File: config.mk
export PLATFORM = sky130hd
export DESIGN_NAME = crc5_frame_unit
export DESIGN_NICKNAME = d
export VERILOG_FILES = /design/src/rtl/crc5_frame_pkg.sv /design/src/rtl/crc5_serial_core.sv /design/src/rtl/crc5_unrolled_core.sv /design/src/rtl/crc5_frame_unit.sv
export SDC_FILE = /design/constraint.sdc
export NUM_CORES = 1
export LEC_CHECK = 0
export BUFFER_PORTS_ARGS = -buffer_cell sky130_fd_sc_hd__clkbuf_2
export CELL_PAD_IN_SITES_DETAIL_PLACEMENT = 0
export CELL_PAD_IN_SITES_GLOBAL_PLACEMENT = 1
export CORE_ASPECT_RATIO = 1.5
export CORE_MARGIN = 10
export CORE_UTILIZATION = 40
export CTS_BUF_LIST = sky130_fd_sc_hd__clkbuf_8 sky130_fd_sc_hd__clkbuf_16
export CTS_CLUSTER_DIAMETER = 150
export DETAILED_ROUTE_END_ITERATION = 10
export GPL_TIMING_DRIVEN = 1
export HOLD_SLACK_MARGIN = 0.1
export PLACE_DENSITY = 0.78
export SYNTH_ARGS = -nofsm -noshare
export SYNTH_HDL_FRONTEND = slang
export SYNTH_SLANG_ARGS = --single-unit
File: constraint.sdc
create_clock -name clk -period 1.3 [get_ports clk]
set_input_delay 0.325 -clock clk [delete_from_list [all_inputs] [get_ports clk]]
set_output_delay 0.325 -clock clk [all_outputs]
set_load 0.005 [all_outputs]
File: src/rtl/crc5_frame_pkg.sv
package crc5_frame_pkg;

   localparam int unsigned CRC_W = 5;

   typedef logic [CRC_W-1:0] crc_t;

   typedef enum logic {
      MODE_ENC = 1'b0,
      MODE_DEC = 1'b1
   } crc_mode_e;

   // One register update for one incoming bit
   function automatic crc_t crc_bit(input crc_t cur, input logic din, input crc_t poly);
      crc_t sh;
      sh = {cur[CRC_W-2:0], 1'b0};
      return (din ^ cur[CRC_W-1]) ? (sh ^ poly) : sh;
   endfunction

endpackage

File: src/rtl/crc5_serial_core.sv
module crc5_serial_core
   import crc5_frame_pkg::*;
#(
   parameter int unsigned BYTE_W    = 8,
   parameter int unsigned SKIP_BITS = 2,
   parameter int unsigned PAD_BITS  = 3,
   parameter crc_t        POLY      = 5'h15,
   parameter crc_t        SEED      = 5'h1F
) (
   input  logic              clk,
   input  logic              rst,
   input  logic              start_i,
   input  crc_mode_e         mode_i,
   input  logic [BYTE_W-1:0] byte0_i,
   input  logic [BYTE_W-1:0] byte1_i,
   output crc_t              crc_o,
   output logic              done_o,
   output logic              busy_o
);

   localparam int unsigned STREAM_W = 2*BYTE_W + PAD_BITS;
   localparam int unsigned CNT_W    = $clog2(STREAM_W + 1);
   localparam logic [CNT_W-1:0] ENC_LEN = CNT_W'(STREAM_W);
   localparam logic [CNT_W-1:0] DEC_LEN = CNT_W'(STREAM_W - SKIP_BITS);
   localparam logic [CNT_W-1:0] ONE     = CNT_W'(1);

   logic [STREAM_W-1:0] stream_q, load_enc, load_dec;
   logic [CNT_W-1:0]    cnt_q;
   logic                busy_q, done_q;
   crc_t                crc_q;

   assign load_enc = {byte0_i, byte1_i, {PAD_BITS{1'b0}}};
   assign load_dec = {byte0_i[BYTE_W-SKIP_BITS-1:0], byte1_i,
                      {PAD_BITS{1'b0}}, {SKIP_BITS{1'b0}}};

   always_ff @(posedge clk) begin
      if (rst) begin
         busy_q   <= 1'b0;
         done_q   <= 1'b0;
         cnt_q    <= '0;
         stream_q <= '0;
         crc_q    <= SEED;
      end else begin
         done_q <= 1'b0;
         if (busy_q) begin
            crc_q    <= crc_bit(crc_q, stream_q[STREAM_W-1], POLY);
            stream_q <= {stream_q[STREAM_W-2:0], 1'b0};
            cnt_q    <= cnt_q - ONE;
            if (cnt_q == ONE) begin
               busy_q <= 1'b0;
               done_q <= 1'b1;
            end
         end else if (start_i) begin
            crc_q    <= SEED;
            busy_q   <= 1'b1;
            cnt_q    <= (mode_i == MODE_DEC) ? DEC_LEN : ENC_LEN;
            stream_q <= (mode_i == MODE_DEC) ? load_dec : load_enc;
         end
      end
   end

   assign crc_o  = crc_q;
   assign done_o = done_q;
   assign busy_o = busy_q;


   done_pulse_chk: assert property (@(posedge clk) disable iff (rst)
      done_q |=> !done_q);


   start_ignored_chk: assert property (@(posedge clk) disable iff (rst)
      (busy_q && start_i && cnt_q != ONE) |=> (busy_q && cnt_q == $past(cnt_q) - ONE));


   crc_hold_chk: assert property (@(posedge clk) disable iff (rst)
      (!busy_q && !start_i) |=> $stable(crc_q));

endmodule

File: src/rtl/crc5_unrolled_core.sv
module crc5_unrolled_core
   import crc5_frame_pkg::*;
#(
   parameter int unsigned BYTE_W    = 8,
   parameter int unsigned SKIP_BITS = 2,
   parameter int unsigned PAD_BITS  = 3,
   parameter crc_t        POLY      = 5'h15,
   parameter crc_t        SEED      = 5'h1F
) (
   input  logic              clk,
   input  logic              rst,
   input  logic              start_i,
   input  crc_mode_e         mode_i,
   input  logic [BYTE_W-1:0] byte0_i,
   input  logic [BYTE_W-1:0] byte1_i,
   output crc_t              crc_o,
   output logic              done_o,
   output logic              busy_o
);

   localparam int unsigned STREAM_W = 2*BYTE_W + PAD_BITS;

   logic [STREAM_W-1:0] vec;
   crc_t                acc;
   crc_t                crc_q;
   logic                done_q;

   assign vec = {byte0_i, byte1_i, {PAD_BITS{1'b0}}};

   always_comb begin
      acc = SEED;
      for (int i = 0; i < STREAM_W; i++) begin
         if (!(mode_i == MODE_DEC && i < SKIP_BITS))
            acc = crc_bit(acc, vec[STREAM_W-1-i], POLY);
      end
   end

   always_ff @(posedge clk) begin
      if (rst) begin
         crc_q  <= SEED;
         done_q <= 1'b0;
      end else begin
         done_q <= start_i;
         if (start_i) crc_q <= acc;
      end
   end

   assign crc_o  = crc_q;
   assign done_o = done_q;
   assign busy_o = 1'b0;


   crc_hold_chk: assert property (@(posedge clk) disable iff (rst)
      !start_i |=> $stable(crc_q));

endmodule

File: src/rtl/crc5_frame_unit.sv
module crc5_frame_unit
   import crc5_frame_pkg::*;
#(
   parameter int unsigned BYTE_W    = 8,
   parameter int unsigned SKIP_BITS = 2,
   parameter int unsigned PAD_BITS  = 3,
   parameter logic [4:0]  POLY      = 5'h15,
   parameter logic [4:0]  SEED      = 5'h1F,
   parameter bit          SERIAL    = 1'b1
) (
   input  logic              clk,
   input  logic              rst,
   input  logic              start_i,
   input  logic              mode_i,
   input  logic [BYTE_W-1:0] byte0_i,
   input  logic [BYTE_W-1:0] byte1_i,
   input  logic [BYTE_W-1:0] rx_crc_i,
   output logic [4:0]        crc_o,
   output logic              done_o,
   output logic              match_o,
   output logic              busy_o
);

   if (BYTE_W < CRC_W) begin : g_bad_byte
      $error("BYTE_W must hold the check value");
   end
   if (SKIP_BITS >= BYTE_W) begin : g_bad_skip
      $error("SKIP_BITS must be below BYTE_W");
   end
   if (PAD_BITS < 1) begin : g_bad_pad
      $error("PAD_BITS must be at least one");
   end

   crc_mode_e        mode_e, mode_q;
   logic [BYTE_W-1:0] rx_q;
   crc_t             crc_w;
   logic             done_w, busy_w;

   assign mode_e = crc_mode_e'(mode_i);

   if (SERIAL) begin : g_serial
      crc5_serial_core #(
         .BYTE_W(BYTE_W), .SKIP_BITS(SKIP_BITS), .PAD_BITS(PAD_BITS),
         .POLY(POLY), .SEED(SEED)
      ) u_core (
         .clk(clk), .rst(rst), .start_i(start_i), .mode_i(mode_e),
         .byte0_i(byte0_i), .byte1_i(byte1_i),
         .crc_o(crc_w), .done_o(done_w), .busy_o(busy_w)
      );
   end else begin : g_unrolled
      crc5_unrolled_core #(
         .BYTE_W(BYTE_W), .SKIP_BITS(SKIP_BITS), .PAD_BITS(PAD_BITS),
         .POLY(POLY), .SEED(SEED)
      ) u_core (
         .clk(clk), .rst(rst), .start_i(start_i), .mode_i(mode_e),
         .byte0_i(byte0_i), .byte1_i(byte1_i),
         .crc_o(crc_w), .done_o(done_w), .busy_o(busy_w)
      );
   end

   always_ff @(posedge clk) begin
      if (rst) begin
         mode_q <= MODE_ENC;
         rx_q   <= '0;
      end else if (start_i && !busy_w) begin
         mode_q <= mode_e;
         rx_q   <= rx_crc_i;
      end
   end

   assign crc_o   = crc_w;
   assign done_o  = done_w;
   assign busy_o  = busy_w;
   assign match_o = done_w && (mode_q == MODE_DEC) && (crc_w == rx_q[CRC_W-1:0]);


   reset_state_chk: assert property (@(posedge clk) disable iff (rst)
      $past(rst) |-> (crc_o == SEED && !done_o && !busy_o && !match_o));


   enc_no_match_chk: assert property (@(posedge clk) disable iff (rst)
      (done_o && mode_q == MODE_ENC) |-> !match_o);

endmodule

After elaboration in Yosys (flattened, before gate mapping)
Cells that the tools add are included.
{"block": "totals", "register_bits": 37, "out_inout_bits": 8}
{"block": "op_classes", "add_sub_neg": 1, "n_eq_ne": 2, "mux": 13, "bitwise": 3, "n_reduce_logical": 7}
{"op": "2-to-1 mux 19 bit", "n": 3}
{"op": "2-to-1 mux 5 bit", "n": 5}
{"op": "== test 5 x 1 -> 1 bit (second input constant)", "n": 1}
{"op": "== test 5 bit", "n": 1}
{"op": "subtractor 5 x 1 -> 5 bit (second input constant)", "n": 1}
{"op": "2-to-1 mux 1 bit", "n": 4}
{"op": "OR reduction 2 bit", "n": 2}
{"op": "logical AND 1 bit", "n": 3}
{"op": "NOT 3 bit", "n": 1}
{"op": "2-to-1 mux 2 bit", "n": 1}
{"op": "nonzero test 2 bit", "n": 1}
{"op": "logical NOT 1 bit", "n": 1}
{"op": "NOT 1 bit", "n": 1}
{"op": "XOR 1 bit", "n": 1}

Depth between registers and ports, before layout
{"block": "logic_depth", "ltp_word": 3, "ltp_mapped": 5, "depth_no_buf": 5}

By module
From an unflattened synthesis, not the netlist that was laid out.
{"block": "unflattened", "hier_cells": 185, "hier_area_um2": 1710.4}
{"mod": "crc5_serial_core", "n_inst": 1, "cells_per_inst": 157, "area_each_um2": 1423.9, "seq_area_each_um2": 560.5}
{"mod": "crc5_frame_unit", "n_inst": 1, "cells_per_inst": 28, "area_each_um2": 286.5, "seq_area_each_um2": 120.1}

Worst setup path before layout
Ideal clock, no wire load.
{"block": "synth_path", "path_type": "in2reg", "start": "input port mode_i", "end": "register g_serial.u_core.stream_q[6]", "arrival_ps": 1088, "required_ps": 1229, "path_slack_ps": 141, "cell_stages": 5, "n_path_buf": 2, "cell_sequence": "buf_6 buf_12 mux2i_1 a211o_1 a21oi_1"}
{"block": "synth_between", "elab_chain_cells": 3}
{"item": "start, declared", "line_no": "crc5_frame_unit.sv:14", "rtl": "input logic mode_i,"}
{"item": "2-to-1 mux 19 bit", "line_no": "crc5_serial_core.sv:57", "rtl": "stream_q <= (mode_i == MODE_DEC) ? load_dec : load_enc;"}
{"item": "2-to-1 mux 19 bit", "line_no": "crc5_serial_core.sv:53", "rtl": "end else if (start_i) begin"}
{"item": "2-to-1 mux 19 bit", "line_no": "crc5_serial_core.sv:45", "rtl": "if (busy_q) begin"}
{"item": "end signal, assigned", "line_no": "crc5_serial_core.sv:47", "rtl": "stream_q <= {stream_q[STREAM_W-2:0], 1'b0};"}
{"item": "end signal, assigned", "line_no": "crc5_serial_core.sv:57"}
{"item": "end, declared", "line_no": "crc5_serial_core.sv:27", "rtl": "logic [STREAM_W-1:0] stream_q, load_enc, load_dec;"}
Every way passes these cells. The select of a mux whose other input is x is not followed.
A chain may end at the register's enable or synchronous reset.

Worst setup path in the final report
{"block": "layout_path", "start": "register rx_q[3]", "end": "output port match_o"}
{"block": "layout_between", "elab_chain_cells": 2}
{"item": "start, declared", "line_no": "crc5_frame_unit.sv:35", "rtl": "logic [BYTE_W-1:0] rx_q;"}
{"item": "start signal, assigned", "line_no": "crc5_frame_unit.sv:67", "rtl": "rx_q <= rx_crc_i;"}
{"item": "== test 5 bit", "line_no": "crc5_frame_unit.sv:74", "rtl": "assign match_o = done_w && (mode_q == MODE_DEC) && (crc_w == rx_q[CRC_W-1:0]);"}
{"item": "logical AND 1 bit", "line_no": "crc5_frame_unit.sv:74"}
{"item": "end, declared", "line_no": "crc5_frame_unit.sv:20", "rtl": "output logic match_o,"}
Every way passes these cells.

==> results by group <==
Global routing
  – Global-route wire length before repair: 6600 um
  – GRT Total Usage: 0.109
  – Vias in the first global route: 1452
  – Initial antenna violation count: 0
  – Largest net degree at the start of global routing: 24
  – GR Overflow Total: 0

Placed design
  – Dpl cell area: 2030 um^2
  – Gpl congestion: 0.744
  – Detailed Place HPWL: 3000 um
  – Placed cell count: 277
  – IO buf count: 32

Synthesis
  – Seq/Total Area, Yosys: 0.391
  – Compound-Gate Fraction of Synth Area: 0.172
  – Xor/xnor share of the synthesized area: 0.0352
  – Post-synthesis mux area share: 0.121
  – Cell variety after synth: 35
  – Cell Area, Synth: 1740 um^2
  – Fraction of the mapped netlist area in adder cells: 0.0144
  – Largest family of logic cells by synthesized area: simple AND/OR/NAND/NOR gates
  – Synthesized net count: 229
  – Syn. warnings: 0
  – Seq cells post-synth: 34
  – Syn avg cell area: 8.75 um^2
  – Mapped Cells: 199
  – Synth Area in Simple Gates: 0.197

Routing
  – Post-DR vias/cell: 5.34
  – Wire length on met1: 1730 um
  – Routed len/inst: 14.0 um
  – Router iterations before antenna repair: 4
  – Post-route antenna net violation count: 0
  – Met2 wire length: 1940 um
  – Starting DRC count in detailed routing: 70
  – Total number of vias: 1537
  – DRC errors left: 0
  – Met3 wire length: 310 um
  – Uppermost layer routed: met4
  – Final WL: 4030 um

Critical path
  – Worst Path Required: 0.98 ns
  – CP endpoint kind: output pin
  – CP arrival: 1.07 ns
  – R2R Setup Slk: 0.09 ns
  – Worst setup path endpoint: match_o
  – Worst setup path startpoint: rx_q[3]
  – RR Endpoint: g_serial.u_core.crc_o[2]
  – Critical R2R Launch: g_serial.u_core.crc_o[4]
  – FF-to-FF path depth: 4
  – CP Launch Type: register
  – Crit-path max FO: 2
  – Critical path class: reg2out

Outcome
  – Failing checks: setup timing
  – Outcome: finished with violations

Floorplan
  – Area of the core: 4210 um^2
  – Core Rows: 29
  – Die Area: 7440 um^2
  – Initial Utilization: 0.413
  – Die W: 73.9 um
  – Die Y: 101 um
  – IO Pins: 36

Clock tree
  – Root Driver: clkbuf_8
  – Worst skew pair latency: 0.29 ns
  – CTS Sinks: 34
  – Hold Buf Count CTS: 0
  – CTS buffer count: 5
  – Clk slew on worst S/H paths: 0.07 ns
  – H-Tree Depth: 2
  – CTS tree: done
  – Max clock buf depth: 2

Finish
  – Cell area after layout: 2220 um^2
  – Commonest non-fill, non-tap cell in the layout: clkbuf_2
  – Ant. Diodes: 0
  – Nets@finish: 271
  – Multi-input combinational cell area: 981 um^2
  – Area Growth Syn to Fin: 27.5%
  – Reg area: 696 um^2
  – Layout cells sized above 1: 0.326
  – Fin cells: 288
  – Most frequent cells in the layout: 31 x clkbuf_2, 24 x nor2_1, 24 x dfxtp_1, 21 x mux2i_1, 19 x a21oi_1
  – Fillers: 437

Timing
  – Period utilisation layout: 1.08
  – Slew headroom: 0.720
  – Slew @ Worst Pin: 0.414 ns
  – Final Max Tran Viols: 0
  – Final setup violation count: 1
  – Setup WS post-layout: -0.0991 ns
  – Final TNS setup: -0.0991 ns
  – Fin. Hold Viols: 0
  – RSZ-0062 raised after global routing: yes
  – Skew final: 0.00990 ns
  – Peak Freq: 0.715 GHz
  – Hold WS: 0.272 ns
  – Crit path time final: 1.40 ns

Hold path
  – Min-Delay Path Class: in2reg

Power
  – PD cells: 1190 nW/um^2
  – Peak supply drop: 0.991 mV
  – Leakage: 0.991 nW
  – Power, Total: 0.00265 W

Job
  – Max Cap Violations: 0
[synthesized netlist by cell type]
master	number	area (um^2)
xnor2_1	6	52.6
nand2_1	18	67.6
a21oi_1	19	95.1
dfxtp_1	34	681
and2b_1	1	7.51
nor3b_1	1	7.51
buf_1	2	7.51
clkbuf_1	5	18.8
o31a_1	1	8.76
xor2_1	1	8.76
o21ai_0	2	10.0
a211oi_1	4	30.0
o21bai_1	2	15.0
and3b_2	1	10.0
nor3_1	9	45.0
buf_4	1	7.51
nand2b_1	1	6.26
ha_1	2	25.0
mux2i_1	21	210
nor4_1	1	6.26
nor2_1	24	90.1
nor4bb_1	1	10.0
a211o_1	14	123
nor2b_1	4	25.0
buf_2	6	30.0
nor4b_1	3	26.3
nand3_1	1	5.00
buf_12	1	20.0
nand3b_1	2	15.0
and3b_1	1	8.76
buf_6	2	22.5
a221oi_1	2	17.5
inv_1	4	15.0
or2_2	1	6.26
nand4_1	1	6.26
[area by class of cell]
cell class / instances / share of cell area
well taps: 46 / 0.0259
inverters: 4 / 0.00677
repair buffers: 52 / 0.162
clock buffers: 5 / 0.0310
flip-flops and latches: 34 / 0.314
multi-input cells: 144 / 0.442
clock inverters: 3 / 0.0180
[how the worst min path moves through the flow]
stage	start	to	slack, ns	cells after the start
after global routing	rx_crc_i[3]	rx_q[3]	0.29	3
after global placement	g_serial.u_core.stream_q[14]	g_serial.u_core.stream_q[15]	0.44	2
after detailed placement	g_serial.u_core.stream_q[14]	g_serial.u_core.stream_q[15]	0.44	2
after floorplan	g_serial.u_core.stream_q[9]	g_serial.u_core.stream_q[10]	0.43	2
after CTS	rx_crc_i[2]	rx_q[2]	0.27	3
final	rx_crc_i[2]	rx_q[2]	0.27	3
[flip-flops by register name (all words and copies together), names as in the netlist]
name and flops:
g_serial.u_core.done_o 1, g_serial.u_core.stream_q 16, g_serial.u_core.busy_o 1, rx_q 5, mode_q 1, g_serial.u_core.crc_o 5
g_serial.u_core.cnt_q 5
[worst max-delay path: stages (launching register included)]
cell     delay, ns
dfxtp_2       0.34
xnor2_2       0.16
nand4_1       0.10
nor2_1        0.08
buf_2         0.11
[metrics by stage]
stage          utilization  setup slack [ns]
6_report             0.527           -0.0991
5_1_grt              0.527            -0.144
2_1_floorplan            -             0.141
4_1_cts              0.521            -0.111
3_5_place_dp         0.482          -0.00182
3_3_place_gp         0.482            0.0102
[metal layers]
metal  global-route usage  vias up
met5                    0        -
met4               0.0432        0
met3               0.0444        5
met2                0.175       34
met1                0.123      719
li1                     -      779
[where the power goes]
part           switching (W)  internal (W)  total, W
registers          0.0000582       0.00112   0.00118
clock network       0.000391      0.000564  0.000954
logic               0.000237      0.000272  0.000508
total               0.000686       0.00196   0.00265
[timing repair]
item	4_1_cts	5_1_grt
setup buffers	3	0
endpoints found under the setup margin	3	5
cloned	0	0
gates resized for setup	13	6
pin swaps	7	0
[kinds of logic after synthesis]
logic type                 count (synthesis)
and+or+nand+nor                           70
AOI/OAI and AO/OA                         44
DFF                                       34
buffers and inverters                     21
muxes                                     21
xor gates and xnor gates                   7
adders and majority gates                  2
Power figures use the tool's default switching activity.
